<file path="config.mk">
export PLATFORM = sky130hd
export DESIGN_NAME = rtc_update_engine
export DESIGN_NICKNAME = d
export VERILOG_FILES = /design/src/rtl/rtc_pkg.sv /design/src/rtl/rtc_divider.sv /design/src/rtl/rtc_calc.sv /design/src/rtl/rtc_alarm.sv /design/src/rtl/rtc_update_engine.sv
export SDC_FILE = /design/constraint.sdc
export NUM_CORES = 1
export LEC_CHECK = 0
export ABC_AREA = 0
export CAP_MARGIN = 10
export CORE_UTILIZATION = 60
export CTS_CLUSTER_DIAMETER = 60
export CTS_CLUSTER_SIZE = 30
export DETAILED_ROUTE_END_ITERATION = 10
export GPL_TIMING_DRIVEN = 0
export PLACE_DENSITY = 0.78
export SETUP_SLACK_MARGIN = 0.5
export SYNTH_ARGS = -nofsm -noshare
export SYNTH_HDL_FRONTEND = slang
export SYNTH_SLANG_ARGS = --single-unit
</file>
<file path="constraint.sdc">
create_clock -name clk -period 15.4 [get_ports clk]
set_clock_uncertainty 0.1 [all_clocks]
set_input_delay 3.08 -clock clk [delete_from_list [all_inputs] [get_ports clk]]
set_output_delay 3.08 -clock clk [all_outputs]
set_load 0.005 [all_outputs]
</file>
<file path="src/rtl/rtc_pkg.sv">
package rtc_pkg;
  localparam int NF = 7;
  localparam int IX_SEC  = 0;
  localparam int IX_MIN  = 1;
  localparam int IX_HOUR = 2;
  localparam int IX_DOW  = 3;
  localparam int IX_DOM  = 4;
  localparam int IX_MON  = 5;
  localparam int IX_YEAR = 6;

  typedef logic [NF-1:0][7:0] tbuf_t;

  localparam tbuf_t RESET_TIME = {8'h00, 8'h01, 8'h01, 8'h01, 8'h00, 8'h00, 8'h00};

  // stored byte -> binary value
  function automatic logic [6:0] dec(input logic [7:0] v, input logic bin);
    return bin ? v[6:0] : 7'(v[7:4]) * 7'd10 + 7'(v[3:0]);
  endfunction

  // binary value -> stored byte
  function automatic logic [7:0] enc(input logic [6:0] v, input logic bin);
    logic [6:0] t;
    logic [6:0] r;
    t = v / 7'd10;
    r = v - t * 7'd10;
    return bin ? {1'b0, v} : {t[3:0], r[3:0]};
  endfunction

  function automatic logic [6:0] month_len(input logic [6:0] m, input logic [6:0] y);
    case (m)
      7'd2:                      return (y[1:0] == 2'b00) ? 7'd29 : 7'd28;
      7'd4, 7'd6, 7'd9, 7'd11:   return 7'd30;
      default:                   return 7'd31;
    endcase
  endfunction
endpackage

</file>
<file path="src/rtl/rtc_divider.sv">
module rtc_divider #(
  parameter int TICKS_PER_SEC = 32768,
  parameter int UIP_LEAD      = 8
) (
  input  logic       clk,
  input  logic       rst_n,
  input  logic       tick_en,
  input  logic [2:0] osc_sel,
  input  logic       xfer_inhibit,
  output logic       upd_stb,
  output logic       uip
);
  localparam int CW = $clog2(TICKS_PER_SEC);
  localparam logic [CW-1:0] LAST   = CW'(TICKS_PER_SEC - 1);
  localparam logic [CW-1:0] HALF   = CW'(TICKS_PER_SEC / 2);
  localparam logic [CW-1:0] UIP_AT = CW'(TICKS_PER_SEC - 1 - UIP_LEAD);

  logic [CW-1:0] cnt_q;
  logic          running;

  assign running = (osc_sel == 3'b010) || (osc_sel == 3'b011);
  assign upd_stb = running && tick_en && (cnt_q == LAST);

  always_ff @(posedge clk) begin
    if (!rst_n) begin
      cnt_q <= HALF;
      uip   <= 1'b0;
    end else if (!running) begin
      cnt_q <= HALF;
      uip   <= 1'b0;
    end else begin
      if (tick_en) cnt_q <= (cnt_q == LAST) ? '0 : cnt_q + 1'b1;
      if (xfer_inhibit || upd_stb) uip <= 1'b0;
      else if (tick_en && cnt_q == UIP_AT) uip <= 1'b1;
    end
  end
endmodule

</file>
<file path="src/rtl/rtc_calc.sv">
module rtc_calc
  import rtc_pkg::*;
(
  input  tbuf_t cur,
  input  logic  bin,
  input  logic  h24,
  input  logic  dst_en,
  input  logic  fall_done,
  output tbuf_t nxt,
  output logic  fall_set,
  output logic  day_roll
);
  logic [6:0] s, m, h, w, d, mo, y, h12, lim;
  logic       pm;
  logic [7:0] hb;

  always_comb begin
    s   = dec(cur[IX_SEC], bin);
    m   = dec(cur[IX_MIN], bin);
    w   = dec(cur[IX_DOW], bin);
    d   = dec(cur[IX_DOM], bin);
    mo  = dec(cur[IX_MON], bin);
    y   = dec(cur[IX_YEAR], bin);
    h12 = dec({1'b0, cur[IX_HOUR][6:0]}, bin);
    pm  = cur[IX_HOUR][7];
    if (h24) h = dec(cur[IX_HOUR], bin);
    else     h = ((h12 == 7'd12) ? 7'd0 : h12) + (pm ? 7'd12 : 7'd0);
    lim      = month_len(mo, y);
    day_roll = 1'b0;
    fall_set = 1'b0;

    if (s >= 7'd59) begin
      s = 7'd0;
      if (m >= 7'd59) begin
        m = 7'd0;
        if (h >= 7'd23) begin
          h = 7'd0;
          day_roll = 1'b1;
        end else h = h + 7'd1;
      end else m = m + 7'd1;
    end else s = s + 7'd1;

    if (day_roll) begin
      w = (w >= 7'd7) ? 7'd1 : w + 7'd1;
      if (d >= lim) begin
        d = 7'd1;
        if (mo >= 7'd12) begin
          mo = 7'd1;
          y  = (y >= 7'd99) ? 7'd0 : y + 7'd1;
        end else mo = mo + 7'd1;
      end else d = d + 7'd1;
    end

    if (dst_en && s == 7'd0 && m == 7'd0 && h == 7'd2 && w == 7'd1) begin
      if (mo == 7'd4 && d <= 7'd7) h = 7'd3;
      else if (mo == 7'd10 && d >= 7'd25 && !fall_done) begin
        h = 7'd1;
        fall_set = 1'b1;
      end
    end

    nxt[IX_SEC]  = enc(s, bin);
    nxt[IX_MIN]  = enc(m, bin);
    nxt[IX_DOW]  = enc(w, bin);
    nxt[IX_DOM]  = enc(d, bin);
    nxt[IX_MON]  = enc(mo, bin);
    nxt[IX_YEAR] = enc(y, bin);
    if (h24) begin
      hb = enc(h, bin);
      nxt[IX_HOUR] = hb;
    end else begin
      pm  = (h >= 7'd12);
      h12 = pm ? h - 7'd12 : h;
      if (h12 == 7'd0) h12 = 7'd12;
      hb  = enc(h12, bin);
      nxt[IX_HOUR] = {pm, hb[6:0]};
    end
  end
endmodule

</file>
<file path="src/rtl/rtc_alarm.sv">
module rtc_alarm #(
  parameter int NB = 3
) (
  input  logic [NB-1:0][7:0] now_b,
  input  logic [NB-1:0][7:0] alm_b,
  output logic               match
);
  logic [NB-1:0] ok;

  for (genvar i = 0; i < NB; i++) begin : g_cmp
    assign ok[i] = (alm_b[i][7:6] == 2'b11) || (alm_b[i] == now_b[i]);
  end

  assign match = &ok;
endmodule

</file>
<file path="src/rtl/rtc_update_engine.sv">
module rtc_update_engine
  import rtc_pkg::*;
#(
  parameter int TICKS_PER_SEC = 32768,
  parameter int UIP_LEAD      = 8
) (
  input  logic       clk,
  input  logic       rst_n,
  input  logic       tick_en,
  input  logic [2:0] osc_sel,
  input  logic       fmt_binary,
  input  logic       fmt_24h,
  input  logic       dst_en,
  input  logic       xfer_inhibit,
  input  logic       wr_en,
  input  logic [3:0] wr_addr,
  input  logic [7:0] wr_data,
  input  logic [3:0] rd_addr,
  output logic [7:0] rd_data,
  output logic       uip,
  output logic       upd_done,
  output logic       alarm_hit
);
  localparam int NA = 3;
  localparam logic [3:0] ALM_BASE = 4'(NF);
  localparam logic [3:0] ALM_END  = 4'(NF + NA);

  tbuf_t                work_q, shown_q, nxt;
  logic [NA-1:0][7:0]   alm_q;
  logic                 fell_q, fall_set, day_roll, upd_stb, match;
  logic [3:0]           wr_aoff, rd_aoff;

  rtc_divider #(.TICKS_PER_SEC(TICKS_PER_SEC), .UIP_LEAD(UIP_LEAD)) u_div (
    .clk(clk), .rst_n(rst_n), .tick_en(tick_en), .osc_sel(osc_sel),
    .xfer_inhibit(xfer_inhibit), .upd_stb(upd_stb), .uip(uip)
  );

  rtc_calc u_calc (
    .cur(work_q), .bin(fmt_binary), .h24(fmt_24h), .dst_en(dst_en),
    .fall_done(fell_q), .nxt(nxt), .fall_set(fall_set), .day_roll(day_roll)
  );

  rtc_alarm #(.NB(NA)) u_alm (
    .now_b({nxt[IX_HOUR], nxt[IX_MIN], nxt[IX_SEC]}),
    .alm_b(alm_q), .match(match)
  );

  assign wr_aoff = wr_addr - ALM_BASE;
  assign rd_aoff = rd_addr - ALM_BASE;

  always_ff @(posedge clk) begin
    if (!rst_n) begin
      work_q    <= RESET_TIME;
      shown_q   <= RESET_TIME;
      alm_q     <= '0;
      fell_q    <= 1'b0;
      upd_done  <= 1'b0;
      alarm_hit <= 1'b0;
    end else begin
      upd_done  <= upd_stb;
      alarm_hit <= upd_stb && match;
      if (upd_stb) begin
        work_q <= nxt;
        if (!xfer_inhibit) shown_q <= nxt;
        if (day_roll)      fell_q  <= 1'b0;
        else if (fall_set) fell_q  <= 1'b1;
      end
      if (wr_en) begin
        if (wr_addr < ALM_BASE) begin
          work_q[wr_addr[2:0]]  <= wr_data;
          shown_q[wr_addr[2:0]] <= wr_data;
        end else if (wr_addr < ALM_END) begin
          alm_q[wr_aoff[1:0]] <= wr_data;
        end
      end
    end
  end

  always_comb begin
    if (rd_addr < ALM_BASE)     rd_data = shown_q[rd_addr[2:0]];
    else if (rd_addr < ALM_END) rd_data = alm_q[rd_aoff[1:0]];
    else                        rd_data = 8'h00;
  end
endmodule

</file>
# After elaboration in Yosys (flattened, before gate mapping)
# Index checks and enable logic that the tools add are counted.
# classes
n_addsub,28
n_mul,16
n_div,8
order_cmp,20
eq_ne,20
muxes,76
bitwise_logic,3
reduce_logical,30
# ops
cell,count
$mux 56,9
$mux 7,34
$bwmux 56,2
$mux 8,14
$add 7x4->7,8
$div 7x4->7 const B,8
$mul 7x3->3 const B,8
$add 7x1->7 const B,7
$mul 4x3->6 const B,7
$sub 4x4->4,8
$eq 15x15->1 const B,2
$eq 7x4->1 const B,4
$bmux 8 s3,1
$bwmux 24,1
$demux 8 s3,1
$eq 8x8->1,3
$eq 7x3->1 const B,3
$logic_not 7->1,3
$bmux 8 s2,1
$demux 8 s2,1
$add 15x1->15 const B,1
$mux 15,1
$eq 7x2->1 const B,2
$ge 7x4->1 const B,2
32 further kinds,70
# totals
reg_bits,155
inputBits,27
elab_cells,223

# Depth between registers and ports, before layout
# logic_depth
depth_word,34
ltp_mapped,49
depth_no_buf,47

# Cells and area by module
# Synthesis repeated with hierarchy kept, for this count alone.
# hier_totals
cells_unflattened,1984
area_unflattened_um2,15479.8
# modules_own_cells
mod,instances,cells_per_inst,area_each_um2
rtc_calc,1,1116,8015.2
rtc_update_engine,1,744,6381.1
rtc_divider,1,90,803.3
rtc_alarm,1,34,280.3

# Least setup slack after synthesis
# No wires, ideal clock.
# synth_path
path_kind,input port to flip-flop
startpoint,in fmt_binary
endpoint,reg alarm_hit
setup_ns,0.116
arrival_ns,11.841
required_ns,15.184
path_slack_ns,3.342
cell_stages,46
path_cell_list,buf_6 -> buf_6 -> mux2_2 -> nor2_1 -> nand3b_1 -> a2111oi_0 -> nor2_1 -> ha_1 -> a21oi_1 -> nor2_1 -> and3_1 -> a221oi_2 -> o211ai_2 -> o21ai_2 -> and2_1 -> buf_2 -> ha_1 -> clkbuf_1 -> (+10 left out) -> o31a_1 -> xor2_2 -> inv_1 -> ha_1 -> nand2_1 -> nand2_1 -> a211oi_2 -> ha_1 -> and2_1 -> o211ai_2 -> ha_1 -> fa_1 -> mux2i_1 -> xor2_1 -> nor2_1 -> o2111ai_1 -> nor4_1 -> a41o_1
# synth_via
elab_chain_len,30
# synth_lines
item,line,source
"start, declared",rtc_update_engine.sv:11,"input logic fmt_binary,"
$mux 7,rtc_pkg.sv:17,return bin ? v[6:0] : 7'(v[7:4]) * 7'd10 + 7'(v[3:0]);
$eq 7x4->1,rtc_calc.sv:27,else h = ((h12 == 7'd12) ? 7'd0 : h12) + (pm ? 7'd12 : 7'd0);
$mux 7,rtc_calc.sv:27,
$add 7x7->7,rtc_calc.sv:27,
$mux 7,rtc_calc.sv:26,"if (h24) h = dec(cur[IX_HOUR], bin);"
$ge 7x5->1,rtc_calc.sv:36,if (h >= 7'd23) begin
$mux 1,rtc_calc.sv:36,
$mux 1,rtc_calc.sv:34,if (m >= 7'd59) begin
(+14 left out),-,
$mul 7x3->3,rtc_pkg.sv:25,r = v - t * 7'd10;
$sub 4x4->4,rtc_pkg.sv:25,
$mux 7,rtc_pkg.sv:26,"return bin ? {1'b0, v} : {t[3:0], r[3:0]};"
$mux 8,rtc_calc.sv:68,if (h24) begin
$eq 8x8->1,rtc_alarm.sv:11,assign ok[i] = (alm_b[i][7:6] == 2'b11) || (alm_b[i] == now_b[i]);
$logic_or 1x1->1,rtc_alarm.sv:11,
$reduce_and 3->1 (*),rtc_alarm.sv:14,assign match = &ok;
$logic_and 1x1->1 (*),rtc_update_engine.sv:61,alarm_hit <= upd_stb && match;
"end signal, assigned",rtc_update_engine.sv:61,
"end, declared",rtc_update_engine.sv:22,output logic alarm_hit
# Every way passes the cells marked *; elsewhere a longest branch is shown, timed or not. The select of a mux whose other input is x is not followed.
# A chain may end at the register's enable or synchronous reset.

# Worst setup path after layout
# Ends and elaborated chain as after synthesis.

==> flow_summary.json <==
{
  "status": "completed",
  "portBuffers": 27,
  "first_global_vias": 15200,
  "rsz0062_at_grt": "no",
  "postCtsSetupRepairBufs": 0,
  "ir_drop_v": 0.0000691,
  "layout.nets": 2210,
  "synthCells": 2020,
  "maxCapViolCount": 0,
  "fp-row-count": 58,
  "synth_warnings": 0,
  "final_hold_viol_count": 0,
  "whs_ps": 384,
  "clk_latency_ps": 440,
  "drtIter0Drc": 2151,
  "max-slew-margin-rel_pct": 21.1,
  "yosysMostFrequentCell": "nand2_1",
  "ctsResizeCount": 0,
  "timing.final.crit_period_ps": 13890,
  "power.density_nw_per_um2": 74.4,
  "initial_core_util_pct": 61.3,
  "antenna_found_initial": 0,
  "grt_max_degree": 17,
  "utilization_pct": 66.3,
  "synth-edff-count": 0,
  "cts_tree": "done",
  "cp-start-kind": "input pin",
  "dieArea_sq_um": 26500,
  "maxSlewViolCount": 0,
  "drive_gt1_share_pct": 6.88,
  "ys_types": 106,
  "synth_commonest_cells": "288 x nand2_1, 155 x dfxtp_1, 152 x nor2_1, 110 x o21ai_0, 99 x a21oi_1",
  "clk_pin_slew_ps": 70,
  "dp_hpwl_um": 41800,
  "synth_area_leader_cell": "dfxtp_1",
  "core_area_sq_um": 25300,
  "clockRootBuffer": "clkbuf_16",
  "wirelength_um": 55000,
  "netlist_top_cells_area": "dfxtp_1 20%, ha_1 7.6%, nand2_1 7.0%, mux2i_1 6.2%, nor2_1 3.7%",
  "fin_tns_setup_ps": 0,
  "die_h_um": 163,
  "async_flop_share_pct": 0,
  "finalSetupViolations": 0,
  "grt_overflow": 0,
  "antenna_left": 0,
  "slowest_delay_ps": 650,
  "via_per_inst": 6.90,
  "area_growth_pct": 8.22,
  "syn_area_sq_um": 15500,
  "cts_max_path_buffers": 2,
  "cts_hold_buf": 0,
  "grt_util_all_layers_pct": 41.3,
  "cp_common_cell": "ha_1",
  "ys_ff_latch": 155,
  "worst-setup-path-type": "input pin to register",
  "p_total_w": 0.00125,
  "vias": 16600,
  "p_leak_nw": 6.35,
  "boundaryPins": 38,
  "holdCritPathClass": "register to register",
  "worst_slack_ps": 1510,
  "timing.final.crit_share_pct": 90.2,
  "gp_congestion": 1.06,
  "crit_fanout": 10,
  "synth_top_area_share_pct": 20.0,
  "synth_fp_nets": 2164,
  "tightest_slew_ps": 1180,
  "dr.pass1.iters": 6,
  "diodes": 0,
  "cts.sinks": 155,
  "grt_first_pass_wirelength_um": 84000,
  "pre_cts_ws_ps": 1310,
  "critPathRequiredTime_ps": 15640,
  "ys_seq_area_share_pct": 20.0,
  "cts_buffers": 17,
  "h-tree-depth": 4,
  "worst_setup_path_end_kind": "register",
  "drc_errors": 0,
  "wl_per_cell_um": 22.8,
  "synth_top_flop_cell": "dfxtp_1",
  "slowest_stage": "a2111oi_0",
  "die_w_um": 163,
  "fmax_ghz": 0.0720,
  "syn_avg_cell_area_sq_um": 7.67,
  "arrival_ps": 14130
}
==> per-stage QoR <==
stage	instances	area, sq um
finish	2407	16800
global route	2407	16800
CTS	2407	16800
detailed placement	2377	16200
global placement	2377	16200
floorplan	2020	15500
==> kinds of logic (layout without fill, tap and decap cells) <==
kind of cell | Yosys count | after routing | share of synthesized area [%]
muxes | 124 | 124 | 8.43
DFF | 155 | 155 | 20.0
adders and majority gates | 121 | 121 | 10.8
xor gates and xnor gates | 90 | 90 | 5.23
buffers and inverters | 177 | 234 | 4.91
AOI/OAI and AO/OA | 618 | 618 | 28.2
and+or+nand+nor | 735 | 735 | 22.4
==> state kept, by name, summed over array words and instances (netlist names) <==
register	flops
fell_q	1
alm_q	24
work_q	56
upd_done	1
shown_q	56
u_div.cnt_q	15
u_div.uip	1
alarm_hit	1
==> power breakdown <==
group          internal (W)  switching [W]  total, W
clock              0.000257       0.000174  0.000431
sequential         0.000407     0.00000742  0.000415
combinational      0.000153       0.000248  0.000401
total              0.000817       0.000430   0.00125
==> layer usage <==
layer  vias to the layer above  share of wire (%)  GRT usage [%]
met5                         -                  0              0
li1                       7538                  -              -
met2                      1137                 42           62.5
met4                         0                5.3           21.8
met3                       206                 13           8.12
met1                      7721                 40           55.4
==> worst max-delay path, delay by kind of cell <==
family	cells	cell delay, ps
adder cells (fa/ha/maj)	8	2150
multiplexers	1	290
XOR/XNOR	3	560
AO/OA/AOI/OAI	14	4730
AND/OR/NAND/NOR	12	1600
buffers and inverters	8	1670
==> cells in the final DEF (no fill, tap or decap), drive strengths merged, types with 65 or more instances in the layout <==
cell type and n:
a21oi 103, a31oi 74, clkbuf 91, dfxtp 155
ha 94, mux2i 97, nand2 288, nand3 65
nor2 153, o21ai 116
==> final timing paths <==
path	slack (ps)	to	startpoint	depth (start not counted)
max	1510	alarm_hit	fmt_binary	46
min	380	shown_q[53]	shown_q[53]	2
max reg2reg	3180	alarm_hit	work_q[20]	47
min reg2reg	380	shown_q[53]	shown_q[53]	2
==> final cells by class <==
type / count / area (sq um)
fill: 2201 / 8500
sequential: 155 / 3100
buffer: 118 / 538
timing repair buffer: 27 / 270
multi-input combinational: 1688 / 11600
clock buffer: 19 / 443
inverter: 59 / 221
tap: 330 / 413
clock inverter: 11 / 146
Power figures use the tool's default switching activity.
